`config.mk`:
```
export PLATFORM = sky130hd
export DESIGN_NAME = sgx_table_walker
export DESIGN_NICKNAME = d
export VERILOG_FILES = /design/src/rtl/sgx_walk_pkg.sv /design/src/rtl/sgx_entry_locator.sv /design/src/rtl/sgx_addr_composer.sv /design/src/rtl/sgx_walk_ctrl.sv /design/src/rtl/sgx_table_walker.sv
export SDC_FILE = /design/constraint.sdc
export NUM_CORES = 1
export LEC_CHECK = 0
export BUFFER_PORTS_ARGS = -buffer_cell sky130_fd_sc_hd__buf_2
export CAP_MARGIN = 30
export CORE_AREA = 2 2 139 141
export CTS_BUF_LIST = sky130_fd_sc_hd__clkbuf_8
export CTS_CLUSTER_DIAMETER = 40
export DETAILED_ROUTE_END_ITERATION = 12
export DIE_AREA = 0 0 141 143
export GPL_TIMING_DRIVEN = 1
export PLACE_DENSITY = 0.58
export SLEW_MARGIN = 20
export SYNTH_ARGS = -nofsm -noshare
export SYNTH_HDL_FRONTEND = slang
export SYNTH_SLANG_ARGS = --single-unit
```
`constraint.sdc`:
```
create_clock -name clk -period 4.1 [get_ports clk]
set_input_delay 0.82 -clock clk [delete_from_list [all_inputs] [get_ports clk]]
set_output_delay 0.82 -clock clk [all_outputs]
set_load 0.02 [all_outputs]
```
`src/rtl/sgx_walk_pkg.sv`:
```
package sgx_walk_pkg;

   // Lookup control states, in the order a lookup passes through them.
   typedef enum logic [1:0] {
      WS_IDLE    = 2'd0,
      WS_FETCH   = 2'd1,
      WS_AWAIT   = 2'd2,
      WS_DELIVER = 2'd3
   } walk_state_e;

endpackage

```
`src/rtl/sgx_entry_locator.sv`:
```
// Forms the page-table entry byte address from the bus address and the
// window's size mask and translated base.
module sgx_entry_locator #(
   parameter int BUS_AW    = 64,
   parameter int OFS_W     = 13,
   parameter int WIN_LO    = 20,
   parameter int WIN_HI    = 31,
   parameter int XLT_SHIFT = 10
) (
   input  logic [BUS_AW-1:0] bus_addr,
   input  logic [BUS_AW-1:0] win_mask,
   input  logic [BUS_AW-1:0] tbase,
   output logic [BUS_AW-1:0] entry_addr
);

   localparam logic [BUS_AW-1:0] ONE     = {{(BUS_AW-1){1'b0}}, 1'b1};
   localparam logic [BUS_AW-1:0] WIN_SEL = (ONE << (WIN_HI + 1)) - (ONE << WIN_LO);
   localparam logic [BUS_AW-1:0] IDX_SEL = (ONE << WIN_LO) - (ONE << OFS_W);
   localparam logic [BUS_AW-1:0] LOW_CLR = (ONE << XLT_SHIFT) - ONE;

   if (WIN_HI >= BUS_AW) begin : g_bad_win_hi
      $error("window field exceeds bus address width");
   end
   if (WIN_LO <= OFS_W) begin : g_bad_win_lo
      $error("window field must sit above the entry index");
   end
   if (XLT_SHIFT >= OFS_W) begin : g_bad_shift
      $error("entry shift must be smaller than the page offset width");
   end

   logic [BUS_AW-1:0] win_bits;
   logic [BUS_AW-1:0] base_keep;
   logic [BUS_AW-1:0] addr_sel;

   always_comb begin
      win_bits   = win_mask & WIN_SEL;
      base_keep  = ~((win_bits >> XLT_SHIFT) | LOW_CLR);
      addr_sel   = win_bits | IDX_SEL;
      entry_addr = (tbase & base_keep) | ((bus_addr & addr_sel) >> XLT_SHIFT);
   end

endmodule

```
`src/rtl/sgx_addr_composer.sv`:
```
// Joins the frame bits of a returned entry with the page offset.
module sgx_addr_composer #(
   parameter int BUS_AW = 64,
   parameter int DMA_AW = 34,
   parameter int OFS_W  = 13
) (
   input  logic [BUS_AW-1:0] entry,
   input  logic [OFS_W-1:0]  page_ofs,
   output logic [DMA_AW-1:0] dma_addr
);

   localparam int PFN_SHIFT = OFS_W - 1;
   localparam logic [BUS_AW-1:0] DROP_LSB = ~{{(BUS_AW-1){1'b0}}, 1'b1};

   if (DMA_AW <= OFS_W) begin : g_bad_dma
      $error("DMA address must be wider than the page offset");
   end

   logic [BUS_AW-1:0] full_addr;

   always_comb begin
      full_addr = ((entry & DROP_LSB) << PFN_SHIFT)
                | {{(BUS_AW-OFS_W){1'b0}}, page_ofs};
   end

   if (DMA_AW <= BUS_AW) begin : g_trunc
      assign dma_addr = full_addr[DMA_AW-1:0];
   end else begin : g_extend
      assign dma_addr = {{(DMA_AW-BUS_AW){1'b0}}, full_addr};
   end

endmodule

```
`src/rtl/sgx_walk_ctrl.sv`:
```
// One-lookup-at-a-time control machine with valid/ready on both sides.
module sgx_walk_ctrl
   import sgx_walk_pkg::*;
(
   input  logic clk,
   input  logic rst_n,
   input  logic req_valid,
   input  logic mem_ready,
   input  logic rd_valid,
   input  logic rsp_ready,
   output logic req_ready,
   output logic mem_valid,
   output logic rsp_valid,
   output logic take_req,
   output logic take_data
);

   walk_state_e st_q, st_nx;

   always_ff @(posedge clk or negedge rst_n) begin
      if (!rst_n) st_q <= WS_IDLE;
      else        st_q <= st_nx;
   end

   always_comb begin
      st_nx = st_q;
      case (st_q)
         WS_IDLE:    if (req_valid) st_nx = WS_FETCH;
         WS_FETCH:   if (mem_ready) st_nx = WS_AWAIT;
         WS_AWAIT:   if (rd_valid)  st_nx = WS_DELIVER;
         WS_DELIVER: if (rsp_ready) st_nx = WS_IDLE;
         default:    st_nx = WS_IDLE;
      endcase
   end

   assign req_ready = (st_q == WS_IDLE);
   assign mem_valid = (st_q == WS_FETCH);
   assign rsp_valid = (st_q == WS_DELIVER);
   assign take_req  = req_ready && req_valid;
   assign take_data = (st_q == WS_AWAIT) && rd_valid;

   assert_idle_exclusive_R2: assert property (@(posedge clk) disable iff (!rst_n)
      req_ready |-> (!mem_valid && !rsp_valid));

   assert_busy_after_take_R2: assert property (@(posedge clk) disable iff (!rst_n)
      take_req |=> !req_ready);

   assert_ready_after_handoff_R2: assert property (@(posedge clk) disable iff (!rst_n)
      (rsp_valid && rsp_ready) |=> req_ready);

   assert_request_held_R4: assert property (@(posedge clk) disable iff (!rst_n)
      (mem_valid && !mem_ready) |=> mem_valid);

   assert_single_request_R4: assert property (@(posedge clk) disable iff (!rst_n)
      (mem_valid && mem_ready) |=> !mem_valid);

   assert_data_before_response_R5: assert property (@(posedge clk) disable iff (!rst_n)
      $rose(rsp_valid) |-> $past(rd_valid));

   assert_response_held_R8: assert property (@(posedge clk) disable iff (!rst_n)
      (rsp_valid && !rsp_ready) |=> rsp_valid);

endmodule

```
`src/rtl/sgx_table_walker.sv`:
```
// Scatter-gather page-table walker: entry address, single read, DMA address.
module sgx_table_walker #(
   parameter int BUS_AW    = 64,
   parameter int DMA_AW    = 34,
   parameter int OFS_W     = 13,
   parameter int WIN_LO    = 20,
   parameter int WIN_HI    = 31,
   parameter int XLT_SHIFT = 10
) (
   input  logic              clk,
   input  logic              rst_n,
   input  logic              req_valid,
   output logic              req_ready,
   input  logic [BUS_AW-1:0] req_bus_addr,
   input  logic [BUS_AW-1:0] req_win_mask,
   input  logic [BUS_AW-1:0] req_tbase,
   output logic              mem_valid,
   input  logic              mem_ready,
   output logic [BUS_AW-1:0] mem_addr,
   input  logic              rd_valid,
   input  logic [BUS_AW-1:0] rd_data,
   output logic              rsp_valid,
   input  logic              rsp_ready,
   output logic [DMA_AW-1:0] rsp_dma_addr
);

   localparam int ALIGN_W = OFS_W - XLT_SHIFT;

   logic              take_req;
   logic              take_data;
   logic [BUS_AW-1:0] entry_addr_d;
   logic [BUS_AW-1:0] entry_addr_q;
   logic [OFS_W-1:0]  ofs_q;
   logic [DMA_AW-1:0] dma_d;
   logic [DMA_AW-1:0] dma_q;

   sgx_walk_ctrl u_ctrl (
      .clk       (clk),
      .rst_n     (rst_n),
      .req_valid (req_valid),
      .mem_ready (mem_ready),
      .rd_valid  (rd_valid),
      .rsp_ready (rsp_ready),
      .req_ready (req_ready),
      .mem_valid (mem_valid),
      .rsp_valid (rsp_valid),
      .take_req  (take_req),
      .take_data (take_data)
   );

   sgx_entry_locator #(
      .BUS_AW    (BUS_AW),
      .OFS_W     (OFS_W),
      .WIN_LO    (WIN_LO),
      .WIN_HI    (WIN_HI),
      .XLT_SHIFT (XLT_SHIFT)
   ) u_locate (
      .bus_addr   (req_bus_addr),
      .win_mask   (req_win_mask),
      .tbase      (req_tbase),
      .entry_addr (entry_addr_d)
   );

   sgx_addr_composer #(
      .BUS_AW (BUS_AW),
      .DMA_AW (DMA_AW),
      .OFS_W  (OFS_W)
   ) u_compose (
      .entry    (rd_data),
      .page_ofs (ofs_q),
      .dma_addr (dma_d)
   );

   // Lookup reduced to entry address plus page offset on the accepting edge.
   always_ff @(posedge clk or negedge rst_n) begin
      if (!rst_n) begin
         entry_addr_q <= '0;
         ofs_q        <= '0;
      end else if (take_req) begin
         entry_addr_q <= entry_addr_d;
         ofs_q        <= req_bus_addr[OFS_W-1:0];
      end
   end

   always_ff @(posedge clk or negedge rst_n) begin
      if (!rst_n)         dma_q <= '0;
      else if (take_data) dma_q <= dma_d;
   end

   assign mem_addr     = entry_addr_q;
   assign rsp_dma_addr = dma_q;

   assert_entry_aligned_R3: assert property (@(posedge clk) disable iff (!rst_n)
      mem_valid |-> (mem_addr[ALIGN_W-1:0] == '0));

   assert_request_addr_stable_R4: assert property (@(posedge clk) disable iff (!rst_n)
      (mem_valid && !mem_ready) |=> $stable(mem_addr));

   assert_response_stable_R8: assert property (@(posedge clk) disable iff (!rst_n)
      (rsp_valid && !rsp_ready) |=> $stable(rsp_dma_addr));

   assert_held_addr_isolated_R9: assert property (@(posedge clk) disable iff (!rst_n)
      (!req_ready && !take_req) |=> $stable(mem_addr));

endmodule

```
==> flow_summary_export.csv <==
group,metric,value,unit
sta,setup_viol,0,
routing,wl_met1,4503,µm
setup_path,cp_max_fo,4,
synth,synth_cell_types,18,
pwr,p_switching,1.905,mW
final_layout,fin_nets,766,
synth,ys_ff_latch,110,
final_layout,area_delta_synth_final,36.52,%
routing,post_drt_wl_per_cell,15.01,µm
synth,netlist.area_leader.share,0.6291,
final_layout,n_antenna_cell,0,
final_layout,fin_area,5973,µm²
routing,drc,0,
clocking,htreeDepth,3,
setup_path,worstPathCellList,"inv_1, ha_1, buf_2",
clocking,cts_buffers,9,
global_routing,grt_pass1_vias,3184,
floorplanning,rows,50,
routing,drtIter0Drc,73,
sta,finalWorstSetupSlack,1841,ps
setup_path,cpPeakStageDelay,420,ps
pwr,internal-power,2.931,mW
synth,synth_most_common_cell,"dfrtp_1",
sta,rsz0062_at_grt,"false",
sta,max_clock_freq,442.7,MHz
synth,synthTopCellsByArea,"dfrtp_1 63%, mux2_2 21%, mux2_4 5.5%, mux2i_1 3.0%, ha_1 1.4%",
placement,gp_congestion,0.7384,
floorplanning,core,18580,µm²
sta,drv_slew,0,
clocking,cts_sinks,110,
placement,placed_area,5742,µm²
pwr,comb_power_share,0.464,
setup_path,cp_num_buf_inv,2,
setup_path,worstPathRequired,3280,ps
pwr,sw_frac_of_total,0.3940,
final_layout,fin_util,0.3215,
setup_path,arrival,1440,ps
sta,min_period,2259,ps
synth,yosysWarningCount,0,
setup_path,path_delay_family,"flip-flops",
global_routing,gr-total-overflow,0,
global_routing,grt_antenna_before_repair,1,
sta,tightest_slew,590.9,ps
routing,vias,3057,
synth,syn_avg_cell_area,15.91,µm²
synth,async_flop_share,1.000,
pwr,p_leak,3.054,nW
floorplanning,io_pins,363,
synth,synth.cell_area,4375,µm²
synth,seq_area_frac_synth,0.6291,
setup_path,crit_slowest_cell,"dfrtp_1",
pwr,p_per_area,809.6,nW/µm²
global_routing,grt_start_max_net_pins,46,
synth,yosys-top-cells-count,"110 x dfrtp_1, 80 x mux2_2, 16 x mux2_4",
hold_path,min_path_type,"input pin to async pin",
synth,synth.mux.area_fraction,0.2931,
synth,synth_xor_area_frac,0,
floorplanning,die_h,143,µm
routing,routed-wl-met3,1231,µm
sta,slew_headroom,0.6060,
floorplanning,die-area,20160,µm²
routing,top_layer,"met5",
pwr,clockPowerShare,0.142,
synth,yosysTopAreaCell,"dfrtp_1",
floorplanning,die_width,141,µm
pwr,peakVddDrop,335.3,µV
clocking,insertion_delay,380,ps
floorplanning,initial_core_util,0.2355,
placement,port_buffers,222,
sta,finalSetupTns,0,ps
routing,wl_met2,5145,µm
sta,hold_viol_final,0,
job,maxCapViolCount,0,
routing,ant_nets,0,
setup_path,end_kind,"output port",
synth,synthFlopType,"dfrtp_1",
routing,viasPerCell,4.142,
global_routing,track_usage,0.1119,
clocking,postCtsHoldBufs,0,
synth,synth_simple_gate_area_share,0.01716,
setup_path,cp-start-kind,"flip-flop",
sta,fin_skew,9.767,ps
final_layout,layout-drive-gt1-share,0.6786,
clocking,root_buffer,"clkbuf_8",
clocking,clk_pin_slew,110,ps
pwr,total_power,4.836,mW
clocking,clk_path_buf_depth,2,
synth,synth_compound_area_frac,0.02002,
clocking,cts_tree,"done",
routing,drt_first_pass_iters,4,
clocking,cts-resized-gates,0,
synth,syn_inst,275,
synth,synthAdderAreaFrac,0.01430,
setup_path,worstSetupPathType,"flip-flop to output port",
clocking,post_cts_buffers,0,
routing,drt-total-wl,11080,µm
status,status,"completed",
global_routing,grt_first_pass_wirelength,17280,µm
placement,place_ws,1879,ps
final_layout,fill_cells,1860,
synth,synth_top_family_by_area,"multiplexers",
sta,period_share,0.5509,
placement,dp_hpwl,8299,µm
synth,synth_edf_count,0,
pwr,seqPwrFrac,0.394,
[power by group through the flow]
stage	Clock, mW	Sequential (mW)	Combinational (mW)
after global placement	0	1.89	2.22
after floorplan	0	2.50	0.893
after CTS	0.728	1.91	2.28
after detailed placement	0	1.93	2.27
final	0.685	1.91	2.25
after global routing	0.763	1.98	2.42
[stage by stage]
| step | hold WS [ps] | instances |
|---|---|---|
| after global placement | 461.2 | 720 |
| after floorplan | 475.0 | 277 |
| after CTS | 297.0 | 737 |
| final | 317.2 | 738 |
| after detailed placement | 466.7 | 721 |
| after global routing | 303.8 | 738 |
[registers in the layout, indices dropped and copies added (netlist names)]
| signal | cells |
|---|---|
| ofs_q | 13 |
| u_ctrl.st_q | 2 |
| rsp_dma_addr | 34 |
| mem_addr | 61 |
[final timing paths]
| check | slack, ps | to | start | cells after the start |
|---|---|---|---|---|
| worst max register to register | 2030 | ofs_q[2] | u_ctrl.st_q[0] | 5 |
| worst min register to register | 490 | mem_addr[12] | mem_addr[12] | 2 |
| min in group clk | 490 | mem_addr[12] | mem_addr[12] | 2 |
| max in group asynchronous | 2870 | u_ctrl.st_q[0] | rst_n | 2 |
| worst max-delay path | 1840 | req_ready | u_ctrl.st_q[0] | 3 |
| worst min-delay path | 320 | mem_addr[14] | rst_n | 1 |
[layer usage]
metal,GRT usage,vias up
met3,0.04930,16
met4,0.04632,2
met1,0.1321,1481
li1,-,1395
met2,0.1787,163
met5,0,-
[kinds of logic (layout without fill, tap and decap cells)]
group	Yosys count	after routing
AOI/OAI and AO/OA	13	13
adders and majority gates	5	5
and+or+nand+nor	18	18
other	1	3
DFF	110	110
muxes	110	110
buffers and inverters	18	245
[area by class of cell]
class	count	area [µm²]	share of cell area
Clock inverter	7	80.08	0.01341
Clock buffer	9	123.9	0.02074
Inverter	3	11.26	0.001885
Multi-Input combinational cell	149	1529	0.2560
Tap cell	234	292.8	0.04902
Sequential cell	110	2753	0.4608
Timing Repair Buffer	226	1184	0.1982
[cells in the final DEF, fill, tap and decap left out, drive strengths merged]
| cell type | count |
|---|---|
| buf | 226 |
| dfrtp | 110 |
| mux2 | 97 |
| nand2 | 14 |
| mux2i | 13 |
| o21ai | 12 |
| clkbuf | 9 |
| inv | 6 |
| ha | 5 |
| nor2b | 3 |
| conb | 3 |
| clkinv | 2 |
| nor2 | 1 |
| a2111oi | 1 |
| clkinvlp | 1 |
| bufinv | 1 |
No activity file was read; power rests on OpenSTA's default activity.
